`src/rtl/rgb_timing_pkg.sv`:
```
package rgb_timing_pkg;

  localparam int VFW = 4;   // vertical field width
  localparam int HFW = 8;   // horizontal field width
  localparam int SZW = 11;  // active size field width
  localparam int RW  = 24;  // register write data width

  localparam logic [1:0] ADDR_CTRL = 2'd0;
  localparam logic [1:0] ADDR_VERT = 2'd1;
  localparam logic [1:0] ADDR_HORZ = 2'd2;
  localparam logic [1:0] ADDR_SIZE = 2'd3;

  localparam logic [1:0] MODE_DE = 2'b00;
  localparam logic [1:0] MODE_HV = 2'b01;

  typedef enum logic [1:0] {
    PH_SYNC  = 2'd0,
    PH_BACK  = 2'd1,
    PH_ACT   = 2'd2,
    PH_FRONT = 2'd3
  } phase_e;

  typedef struct packed {
    logic [VFW-1:0] vSync;
    logic [VFW-1:0] vBack;
    logic [VFW-1:0] vFront;
    logic [HFW-1:0] hSync;
    logic [HFW-1:0] hBack;
    logic [HFW-1:0] hFront;
    logic [SZW-1:0] width;
    logic [SZW-1:0] height;
  } timing_t;

  typedef struct packed {
    logic [1:0] mode;
    logic       dataInv;
    logic       deHigh;
    logic       hsHigh;
    logic       vsHigh;
    logic       clkFall;
  } outcfg_t;

  // strobes from control to datapath
  typedef struct packed {
    logic tick;
    logic secondHalf;
    logic inHSync;
    logic inVSync;
    logic inActive;
    logic frameEnd;
  } strobe_t;

  localparam timing_t TIMING_RST = '{
    vSync: 4'd1, vBack: 4'd3, vFront: 4'd3,
    hSync: 8'd1, hBack: 8'd3, hFront: 8'd3,
    width: 11'd15, height: 11'd7
  };

  localparam outcfg_t CFG_RST = '{
    mode: MODE_DE, dataInv: 1'b0, deHigh: 1'b1,
    hsHigh: 1'b0, vsHigh: 1'b0, clkFall: 1'b0
  };

endpackage

```
`src/rtl/rgb_axis_cnt.sv`:
```
module rgb_axis_cnt
  import rgb_timing_pkg::*;
#(
  parameter int CW = 11
) (
  input  logic          clk,
  input  logic          rstN,
  input  logic          step,
  input  logic [CW-1:0] lenSync,
  input  logic [CW-1:0] lenBack,
  input  logic [CW-1:0] lenAct,
  input  logic [CW-1:0] lenFront,
  output phase_e        phase,
  output logic          wrap
);

  logic [CW-1:0] cnt;
  logic [CW-1:0] lim;
  logic          atLim;

  always_comb begin
    case (phase)
      PH_SYNC: lim = lenSync;
      PH_BACK: lim = lenBack;
      PH_ACT:  lim = lenAct;
      default: lim = lenFront;
    endcase
  end

  assign atLim = (cnt == lim);
  assign wrap  = step & atLim & (phase == PH_FRONT);

  always_ff @(posedge clk or negedge rstN) begin
    if (!rstN) begin
      cnt   <= '0;
      phase <= PH_SYNC;
    end else if (step) begin
      if (atLim) begin
        cnt   <= '0;
        phase <= phase_e'(phase + 2'd1);
      end else begin
        cnt <= cnt + CW'(1);
      end
    end
  end

endmodule

```
`src/rtl/rgb_timing_ctrl.sv`:
```
module rgb_timing_ctrl
  import rgb_timing_pkg::*;
#(
  parameter int HALF = 1
) (
  input  logic          clk,
  input  logic          rstN,
  input  logic          regWe,
  input  logic [1:0]    regAddr,
  input  logic [RW-1:0] regWdata,
  output strobe_t       stb,
  output outcfg_t       cfg,
  output logic          updatePending,
  output logic          pixReady
);

  localparam int PDIV = 2 * HALF;
  localparam int PCW  = (PDIV > 1) ? $clog2(PDIV) : 1;

  logic [PCW-1:0] phaseCnt;
  logic           tick;
  timing_t        shadowT;
  timing_t        activeT;
  phase_e         hPh;
  phase_e         vPh;
  logic           lineEnd;
  logic           frameEnd;
  logic           modeOk;
  logic           updSet;

  // pixel period divider
  assign tick = (phaseCnt == PCW'(PDIV - 1));

  always_ff @(posedge clk or negedge rstN) begin
    if (!rstN) phaseCnt <= '0;
    else if (tick) phaseCnt <= '0;
    else phaseCnt <= phaseCnt + PCW'(1);
  end

  // horizontal then vertical position
  rgb_axis_cnt #(.CW(SZW)) hCnt_i (
    .clk      (clk),
    .rstN     (rstN),
    .step     (tick),
    .lenSync  (SZW'(activeT.hSync)),
    .lenBack  (SZW'(activeT.hBack)),
    .lenAct   (activeT.width),
    .lenFront (SZW'(activeT.hFront)),
    .phase    (hPh),
    .wrap     (lineEnd)
  );

  rgb_axis_cnt #(.CW(SZW)) vCnt_i (
    .clk      (clk),
    .rstN     (rstN),
    .step     (lineEnd),
    .lenSync  (SZW'(activeT.vSync)),
    .lenBack  (SZW'(activeT.vBack)),
    .lenAct   (activeT.height),
    .lenFront (SZW'(activeT.vFront)),
    .phase    (vPh),
    .wrap     (frameEnd)
  );

  // register writes: shadow timing, live control
  assign updSet = regWe & (regAddr == ADDR_CTRL) & regWdata[2];

  always_ff @(posedge clk or negedge rstN) begin
    if (!rstN) begin
      shadowT <= TIMING_RST;
      cfg     <= CFG_RST;
    end else if (regWe) begin
      case (regAddr)
        ADDR_CTRL: begin
          cfg.mode    <= regWdata[1:0];
          cfg.dataInv <= regWdata[3];
          cfg.deHigh  <= regWdata[4];
          cfg.hsHigh  <= regWdata[5];
          cfg.vsHigh  <= regWdata[6];
          cfg.clkFall <= regWdata[7];
        end
        ADDR_VERT: begin
          shadowT.vSync  <= regWdata[VFW-1:0];
          shadowT.vBack  <= regWdata[2*VFW-1:VFW];
          shadowT.vFront <= regWdata[3*VFW-1:2*VFW];
        end
        ADDR_HORZ: begin
          shadowT.hSync  <= regWdata[HFW-1:0];
          shadowT.hBack  <= regWdata[2*HFW-1:HFW];
          shadowT.hFront <= regWdata[3*HFW-1:2*HFW];
        end
        default: begin
          shadowT.width  <= regWdata[SZW-1:0];
          shadowT.height <= regWdata[2*SZW-1:SZW];
        end
      endcase
    end
  end

  // commit at frame end when requested
  always_ff @(posedge clk or negedge rstN) begin
    if (!rstN) begin
      activeT       <= TIMING_RST;
      updatePending <= 1'b0;
    end else begin
      if (frameEnd && updatePending) activeT <= shadowT;
      updatePending <= (updatePending & ~frameEnd) | updSet;
    end
  end

  assign modeOk = (cfg.mode == MODE_DE) | (cfg.mode == MODE_HV);

  assign stb.tick       = tick;
  assign stb.secondHalf = (phaseCnt >= PCW'(HALF));
  assign stb.inHSync    = (hPh == PH_SYNC);
  assign stb.inVSync    = (vPh == PH_SYNC);
  assign stb.inActive   = (hPh == PH_ACT) & (vPh == PH_ACT);
  assign stb.frameEnd   = frameEnd;

  assign pixReady = tick & stb.inActive & modeOk;

endmodule

```
`src/rtl/rgb_timing_dp.sv`:
```
module rgb_timing_dp
  import rgb_timing_pkg::*;
#(
  parameter int DW = 24
) (
  input  logic          clk,
  input  logic          rstN,
  input  strobe_t       stb,
  input  outcfg_t       cfg,
  input  logic          pixValid,
  input  logic [DW-1:0] pixData,
  output logic          panelClk,
  output logic          hsyncO,
  output logic          vsyncO,
  output logic          deO,
  output logic [DW-1:0] dataO,
  output logic          frameDone
);

  logic          modeDe;
  logic          modeHv;
  logic [DW-1:0] pixSel;

  assign modeDe = (cfg.mode == MODE_DE);
  assign modeHv = (cfg.mode == MODE_HV);
  assign pixSel = (stb.inActive && pixValid) ? pixData : '0;

  // edge choice by phase inversion
  assign panelClk = stb.secondHalf ^ cfg.clkFall;

  always_ff @(posedge clk or negedge rstN) begin
    if (!rstN) begin
      hsyncO    <= 1'b1;
      vsyncO    <= 1'b1;
      deO       <= 1'b0;
      dataO     <= '0;
      frameDone <= 1'b0;
    end else begin
      frameDone <= stb.frameEnd;
      // reserved codes leave the outputs untouched
      if (stb.tick && (modeDe || modeHv)) begin
        hsyncO <= (modeHv && stb.inHSync) ? cfg.hsHigh : ~cfg.hsHigh;
        vsyncO <= (modeHv && stb.inVSync) ? cfg.vsHigh : ~cfg.vsHigh;
        deO    <= (modeDe && stb.inActive) ? cfg.deHigh : ~cfg.deHigh;
        dataO  <= pixSel ^ {DW{cfg.dataInv}};
      end
    end
  end

endmodule

```
`src/rtl/rgb_timing_gen.sv`:
```
module rgb_timing_gen
  import rgb_timing_pkg::*;
#(
  parameter int DW   = 24,
  parameter int HALF = 1
) (
  input  logic          clk,
  input  logic          rstN,
  input  logic          regWe,
  input  logic [1:0]    regAddr,
  input  logic [RW-1:0] regWdata,
  input  logic          pixValid,
  input  logic [DW-1:0] pixData,
  output logic          pixReady,
  output logic          panelClk,
  output logic          hsyncO,
  output logic          vsyncO,
  output logic          deO,
  output logic [DW-1:0] dataO,
  output logic          frameDone,
  output logic          updatePending
);

  strobe_t stb;
  outcfg_t cfg;
  logic    pixTick;

  assign pixTick = stb.tick;

  rgb_timing_ctrl #(.HALF(HALF)) ctrl_i (
    .clk           (clk),
    .rstN          (rstN),
    .regWe         (regWe),
    .regAddr       (regAddr),
    .regWdata      (regWdata),
    .stb           (stb),
    .cfg           (cfg),
    .updatePending (updatePending),
    .pixReady      (pixReady)
  );

  rgb_timing_dp #(.DW(DW)) dp_i (
    .clk       (clk),
    .rstN      (rstN),
    .stb       (stb),
    .cfg       (cfg),
    .pixValid  (pixValid),
    .pixData   (pixData),
    .panelClk  (panelClk),
    .hsyncO    (hsyncO),
    .vsyncO    (vsyncO),
    .deO       (deO),
    .dataO     (dataO),
    .frameDone (frameDone)
  );

endmodule

```
`config.mk`:
```
export PLATFORM = sky130hd
export DESIGN_NAME = rgb_timing_gen
export DESIGN_NICKNAME = d
export VERILOG_FILES = /design/src/rtl/rgb_timing_pkg.sv /design/src/rtl/rgb_axis_cnt.sv /design/src/rtl/rgb_timing_ctrl.sv /design/src/rtl/rgb_timing_dp.sv /design/src/rtl/rgb_timing_gen.sv
export SDC_FILE = /design/constraint.sdc
export NUM_CORES = 1
export LEC_CHECK = 0
export BUFFER_PORTS_ARGS = -buffer_cell sky130_fd_sc_hd__buf_4
export CORE_ASPECT_RATIO = 0.6
export CORE_MARGIN = 5
export CORE_UTILIZATION = 45
export DETAILED_ROUTE_END_ITERATION = 6
export PLACE_DENSITY = 0.62
export SYNTH_ARGS = -nofsm -noshare
export SYNTH_HDL_FRONTEND = slang
export SYNTH_SLANG_ARGS = --single-unit
```
`constraint.sdc`:
```
create_clock -name clk -period 2.9 [get_ports clk]
set_clock_uncertainty 0.05 [all_clocks]
set_input_delay 0.435 -clock clk [delete_from_list [all_inputs] [get_ports clk]]
set_output_delay 0.435 -clock clk [all_outputs]
set_load 0.01 [all_outputs]
```
Word level (Yosys, flattened, before mapping) --
Cells that the tools add are included.
Storage, ports and cells: register bits 179, bits in latches 0, bits in writable memories 0, input bits 54, memories kept 0, output and inout port bits 31, logic and storage cells 96, ROM bits 0
Operators by class: div/mod/pow operators 0, $lt $le $gt $ge 1, muxes and demuxes 9, equality and inequality tests 11, reduce and logical (&&, ||, !) cells 18, shifts and indexed selects 0, $mul 0, add/subtract/negate cells 5, bitwise logic cells 19
Operators by type and width (count):
- one-hot mux 11 bit (3 select lines) | 2
- 2-to-1 mux 24 bit | 1
- XOR 24 bit | 1
- adder 11 x 1 -> 11 bit, second input constant | 2
- == test 11 bit | 2
- 2-to-1 mux 11 bit | 2
- AND reduction 2 bit | 6
- bitwise AND 1 bit | 10
- == test 2 bit, second input constant | 5
- == test 2 x 1 -> 1 bit, second input constant | 4
- zero test 2 bit | 4
- logical AND 1 bit | 6
- inverter 1 bit | 5
- adder 2 x 1 -> 2 bit, second input constant | 2
- 2-to-1 mux 1 bit | 4
- OR reduction 3 bit | 1
- OR 1 bit | 2
- adder 1 bit, second input constant | 1
- greater-or-equal comparator 1 bit, second input constant | 1
- logical OR 1 bit | 1
- XOR 1 bit | 1

Depth between registers and ports, before layout --
depth in word-level cells 10, depth in mapped cells 12, depth with buffers taken out 9

By module --
From an unflattened synthesis, not the netlist that was laid out.
Second synthesis, totals: cells, all modules 657, area, all modules 8464.4 um2
By module, submodules not included:
- rgb_timing_ctrl | area an instance 4850.9 um2, cells each 275, instances 1, sequential area each 3171.8 um2
- rgb_axis_cnt | area an instance 1092.3 um2, cells each 115, instances 2, sequential area each 325.3 um2
- rgb_timing_dp | area an instance 1428.9 um2, cells each 152, instances 1, sequential area each 703.2 um2

Worst setup path before layout --
Ideal clock, no wire load.
path kind register to register, start point reg ctrl_i.hCnt_i.phase[0], end point reg ctrl_i.activeT[15] in the netlist's numbering, required time 2725 ps, clock period less this slack 2956 ps, slack -56 ps, buffers on the path 3, library setup time 125 ps, data arrival time 2781 ps, stages on the path, launching flop included 13, cells stage by stage dfrtp_1 > inv_1 > ha_1 > buf_6 > a222oi_1 > a21oi_1 > xnor2_1 > a311o_1 > nor4_2 > nand4_1 > buf_4 > buf_6 > mux2_4
Between the ends: word-level cells in the longest chain between the ends 8, elaborated cells on any way between the ends 11, classes of those cells eq/ne (4); mux (1); bitwise (4); reduce/logical (2)
RTL lines:
- start, declared | RTL line rgb_axis_cnt.sv:13 | output phase_e phase,
- start signal, assigned | RTL line rgb_axis_cnt.sv:40 | phase <= phase_e'(phase + 2'd1);
- == test 2 bit, or another cell as far along | RTL line rgb_axis_cnt.sv:22 | case (phase)
- one-hot mux 11 bit (3 select lines) | RTL line rgb_axis_cnt.sv:22
- == test 11 bit | RTL line rgb_axis_cnt.sv:30 | assign atLim = (cnt == lim);
- bitwise AND 1 bit | RTL line rgb_axis_cnt.sv:31 | assign wrap = step & atLim & (phase == PH_FRONT);
- bitwise AND 1 bit (*) (3 in a row) | RTL line rgb_axis_cnt.sv:31
- logical AND 1 bit (*) | RTL line rgb_timing_ctrl.sv:106 | if (frameEnd && updatePending) activeT <= shadowT;
- end signal, assigned | RTL line rgb_timing_ctrl.sv:106
- end, declared | RTL line rgb_timing_ctrl.sv:23 | timing_t activeT;
Every way passes the cells marked *; elsewhere a longest branch is shown, timed or not. A chain may end at the register's enable or synchronous reset.

Worst setup path in the final report --
start point reg ctrl_i.hCnt_i.phase[1], end point reg ctrl_i.activeT[15] in the netlist's numbering
The elaborated chain is that of the path after synthesis.

==> metrics.md <==
| Metric | Value |
|---|---|
| Syn. warnings | `0` |
| First-pass GRT wire length | `just over 30000 µm` |
| Net Count, Synth | `about 730` |
| Final WS setup | `-0.08035 ns` |
| Mapped Cells | `between 600 and 700` |
| # IOs | `85` |
| Commonest non-fill, non-tap cell in the layout | `dfrtp_1` |
| Multi-input logic area | `around 0.0036 mm²` |
| Worst R2R Path Depth | `13` |
| Maxcap violations | `0` |
| Worst R2R End | `ctrl_i.activeT[15]$_DFFE_PN0P_` |
| CTS root buf | `clkbuf_16` |
| Crit. End Element | `flip-flop` |
| Internal reg-to-reg setup slack | `-0.08 ns` |
| Register area | `0.004527 mm²` |
| Remaining DRCs | `0` |
| Slew Limit Fails | `0` |
| I/O Buffers | `84` |
| RSZ-0062 raised after global routing | `yes` |
| Crit Path Class | `flip-flop to flip-flop` |
| Initial Util | `between 40% and 50%` |
| Routed Antenna Nets | `0` |
| Most frequent cells in the layout | `dfrtp_1 (141), buf_4 (123), mux2_2 (104), nand2_1 (61), o21ai_0 (40)` |
| Ys flop type | `dfrtp_1` |
| Tcrit/Tclk final | `102.8%` |
| Startpoint types | `flip-flop` |
| Vias in the first global route | `between 5000 and 6000` |
| Core area | `roughly 0.018 mm²` |
| Number of synthesized register bits | `between 150 and 200` |
| Ys async rst share | `100.0%` |
| Fin nets | `843` |
| Post-synth EDFFs | `0` |
| Slew HR | `between 40% and 50%` |
| CP bufs+invs | `5` |
| Post-Layout Cell Count | `~1000` |
| Fmax | `~0.34 GHz` |
| Fill count | `between 1000 and 1500` |
| Clk buf depth | `2` |
| Tmin final | `between 2 and 3 ns` |
| Sequential fraction of the synthesis area | `55.02%` |
| Synth Cell Area | `slightly above 0.008 mm²` |
| Via count | `5507` |
| CP max-delay cell | `dfrtp_1` |
| Initial DRC count | `404` |
| Mapped Avg Cell Area | `between 10 and 15 µm²` |
| Failing checks | `setup timing` |
| Clk Latency, worst-skew pair | `approximately 0.43 ns` |
| Slew @ Worst Pin | `roughly 0.85 ns` |
| Total detailed-routing wirelength | `around 20000 µm` |
| Die height | `114.7 µm` |
| CP Max Fanout | `22` |
| Share of cells above drive strength 1 | `approximately 44%` |
| Crit path launch | `ctrl_i.hCnt_i.phase[1]$_DFFE_PN0P_` |
| CTS Sinks | `roughly 180` |
| Hold Vio Cnt, Final | `0` |
| Final HPWL DP | `roughly 14000 µm` |
| GP Congestion | `0.8455` |
| Max VDD drop | `around 430 µV` |
| Hold Path Class | `input pin to flip-flop` |
| CP required | `3.16 ns` |
| Critical path arrival | `~3.2 ns` |
| R2R Path Start | `ctrl_i.hCnt_i.phase[1]$_DFFE_PN0P_` |
| CTS Buf Count | `17` |
| DR pass1 iterations | `6` |
| Die area | `0.02117 mm²` |
| WP depth | `13` |
| Cell Pwr Density | `708.6 mW/mm²` |
| Die width | `184.5 µm` |
| Clock transition at the registers of the reported paths | `roughly 0.07 ns` |
| Finish-stage setup viols | `57` |
| HP Start | `regWdata[22]` |
| Num rows | `38` |
| Placed Instances | `986` |
| Status | `complete, but fails checks` |
| Area growth syn-to-layout | `22.76%` |
| Synth unique cells | `52` |
| H-tree depth | `4` |
| Static leakage | `0.004425 µW` |
| Initial antenna violation count | `0` |
| GRT Total Usage | `between 10% and 20%` |
| Average via count per standard cell | `5.347` |
| Wire per inst | `roughly 19 µm` |
| CTS tree | `done` |
| Post-place setup slack | `-0.1450 ns` |
| ANT cells | `0` |
| Delay of the slowest critical-path stage | `approximately 0.41 ns` |
| Most used cell, CP | `buf_4` |
| Cell family with most CP delay | `buffers and inverters` |
| Crit path to | `ctrl_i.activeT[15]$_DFFE_PN0P_` |
| Gr ovfl total | `0` |
| Largest net degree at the start of global routing | `72` |
| Crit-path cells | `buf_4, ha_4, buf_4, a222oi_1, a21oi_1, xnor2_1, nand4_1, buf_4, nor4_4, nand4_1, buf_6, buf_12, mux2_4` |
==> state kept, by name, summed over array words and instances, names as in the netlist, 2 cells and up <==
name / count
ctrl_i.shadowT: 58
ctrl_i.hCnt_i.phase: 2
dp_i.dataO: 24
ctrl_i.vCnt_i.phase: 2
ctrl_i.activeT: 58
ctrl_i.vCnt_i.cnt: 11
ctrl_i.cfg: 7
ctrl_i.hCnt_i.cnt: 11
==> where the power goes <==
group / internal [µW] / leakage [µW] / total, µW / switching [µW]
sequential: 3060 / 0.00213 / 3400 / 347
combinational: 806 / 0.00203 / 1470 / 662
clock: 1300 / 0.000267 / 2280 / 985
==> cell usage after synthesis (4+ instances only) <==
master,n,area (µm²)
and3_1,6,37.54
nand2_1,61,229.0
nand3b_1,4,30.03
o21ai_0,41,205.2
buf_2,9,45.04
nor4bb_1,5,50.05
nor2_1,21,78.83
o31ai_1,4,30.03
nand3_1,15,75.07
nor2b_1,7,43.79
mux2_2,104,1171
xnor2_1,24,210.2
dfstp_2,37,972.2
nand2b_1,4,25.02
xor2_1,28,245.2
mux2i_1,6,60.06
inv_1,19,71.32
a21oi_1,9,45.04
mux2_4,20,300.3
ha_1,12,150.1
dfrtp_1,142,3553
a31oi_1,4,25.02
nand4_1,5,31.28
clkbuf_1,17,63.81
a222oi_1,11,110.1
a21bo_2,4,40.04
==> cell families (layout without fill, tap and decap cells) <==
family                   Yosys count  in the layout  synth area share [%]
buffers and inverters             52            182                 2.829
adder cells (fa/ha/maj)           12             12                 1.825
AO/OA/AOI/OAI                     94             94                 7.728
flip-flops                       179            179                 55.02
multiplexers                     130            130                 18.62
XOR/XNOR                          52             52                 5.537
AND/OR/NAND/NOR                  141            141                 8.443
==> worst min path at each step <==
stage	depth (start not counted)	slack, ns	to
2_1_floorplan	0	0.09	ctrl_i.activeT[10]$_DFFE_PN0P_
3_3_place_gp	1	0.40	ctrl_i.hCnt_i.cnt[7]$_DFFE_PN0P_
3_5_place_dp	1	0.41	ctrl_i.hCnt_i.cnt[7]$_DFFE_PN0P_
4_1_cts	2	0.18	ctrl_i.shadowT[29]$_DFFE_PN0P_
5_1_grt	2	0.18	ctrl_i.shadowT[7]$_DFFE_PN0P_
6_report	2	0.19	ctrl_i.shadowT[28]$_DFFE_PN0P_
==> routing by layer <==
layer  vias to the layer above  GRT usage (%)  part of all wire [%]
met5                         -              0                     0
met4                         0          5.170                  0.88
met3                        16          4.508                   4.4
met2                        94          26.56                    45
met1                      2838          28.82                    50
li1                       2559              -                     -
==> area by class of cell <==
type                       count  share of cell area (%)
inverter                      19                  0.7683
clock buffer                  21                   4.461
sequential                   179                   44.83
timing repair buffer         131                   10.46
clock inverter                11                   1.276
multi-input combinational    429                   35.23
tap                          240                   2.974
==> metrics by stage <==
stage | cell area (µm²) | hold slack (ns) | total power, µW | util [%] | TNS [ns]
3_5_place_dp | 9301 | 0.4118 | 4842 | 51.62 | -5.944
3_3_place_gp | 9301 | 0.3994 | 4772 | 51.62 | -0.8107
2_1_floorplan | 8254 | 0.08941 | 4164 | - | -0.5168
5_1_grt | 10100 | 0.1767 | 7515 | 56.03 | -14.98
6_report | 10100 | 0.1941 | 7155 | 56.03 | -2.238
4_1_cts | 9985 | 0.1762 | 7178 | 55.41 | -1.318
==> what timing repair did <==
item / in CTS / in global routing
hold buffers: 1 / 0
setup endpoints to repair: 68 / 75
setup buffers: 6 / 5
hold endpoints to repair: 50 / 0
pin swaps: 5 / 10
gates resized for setup: 11 / 17
gates cloned: 0 / 0
No activity file was read; power rests on OpenSTA's default activity.
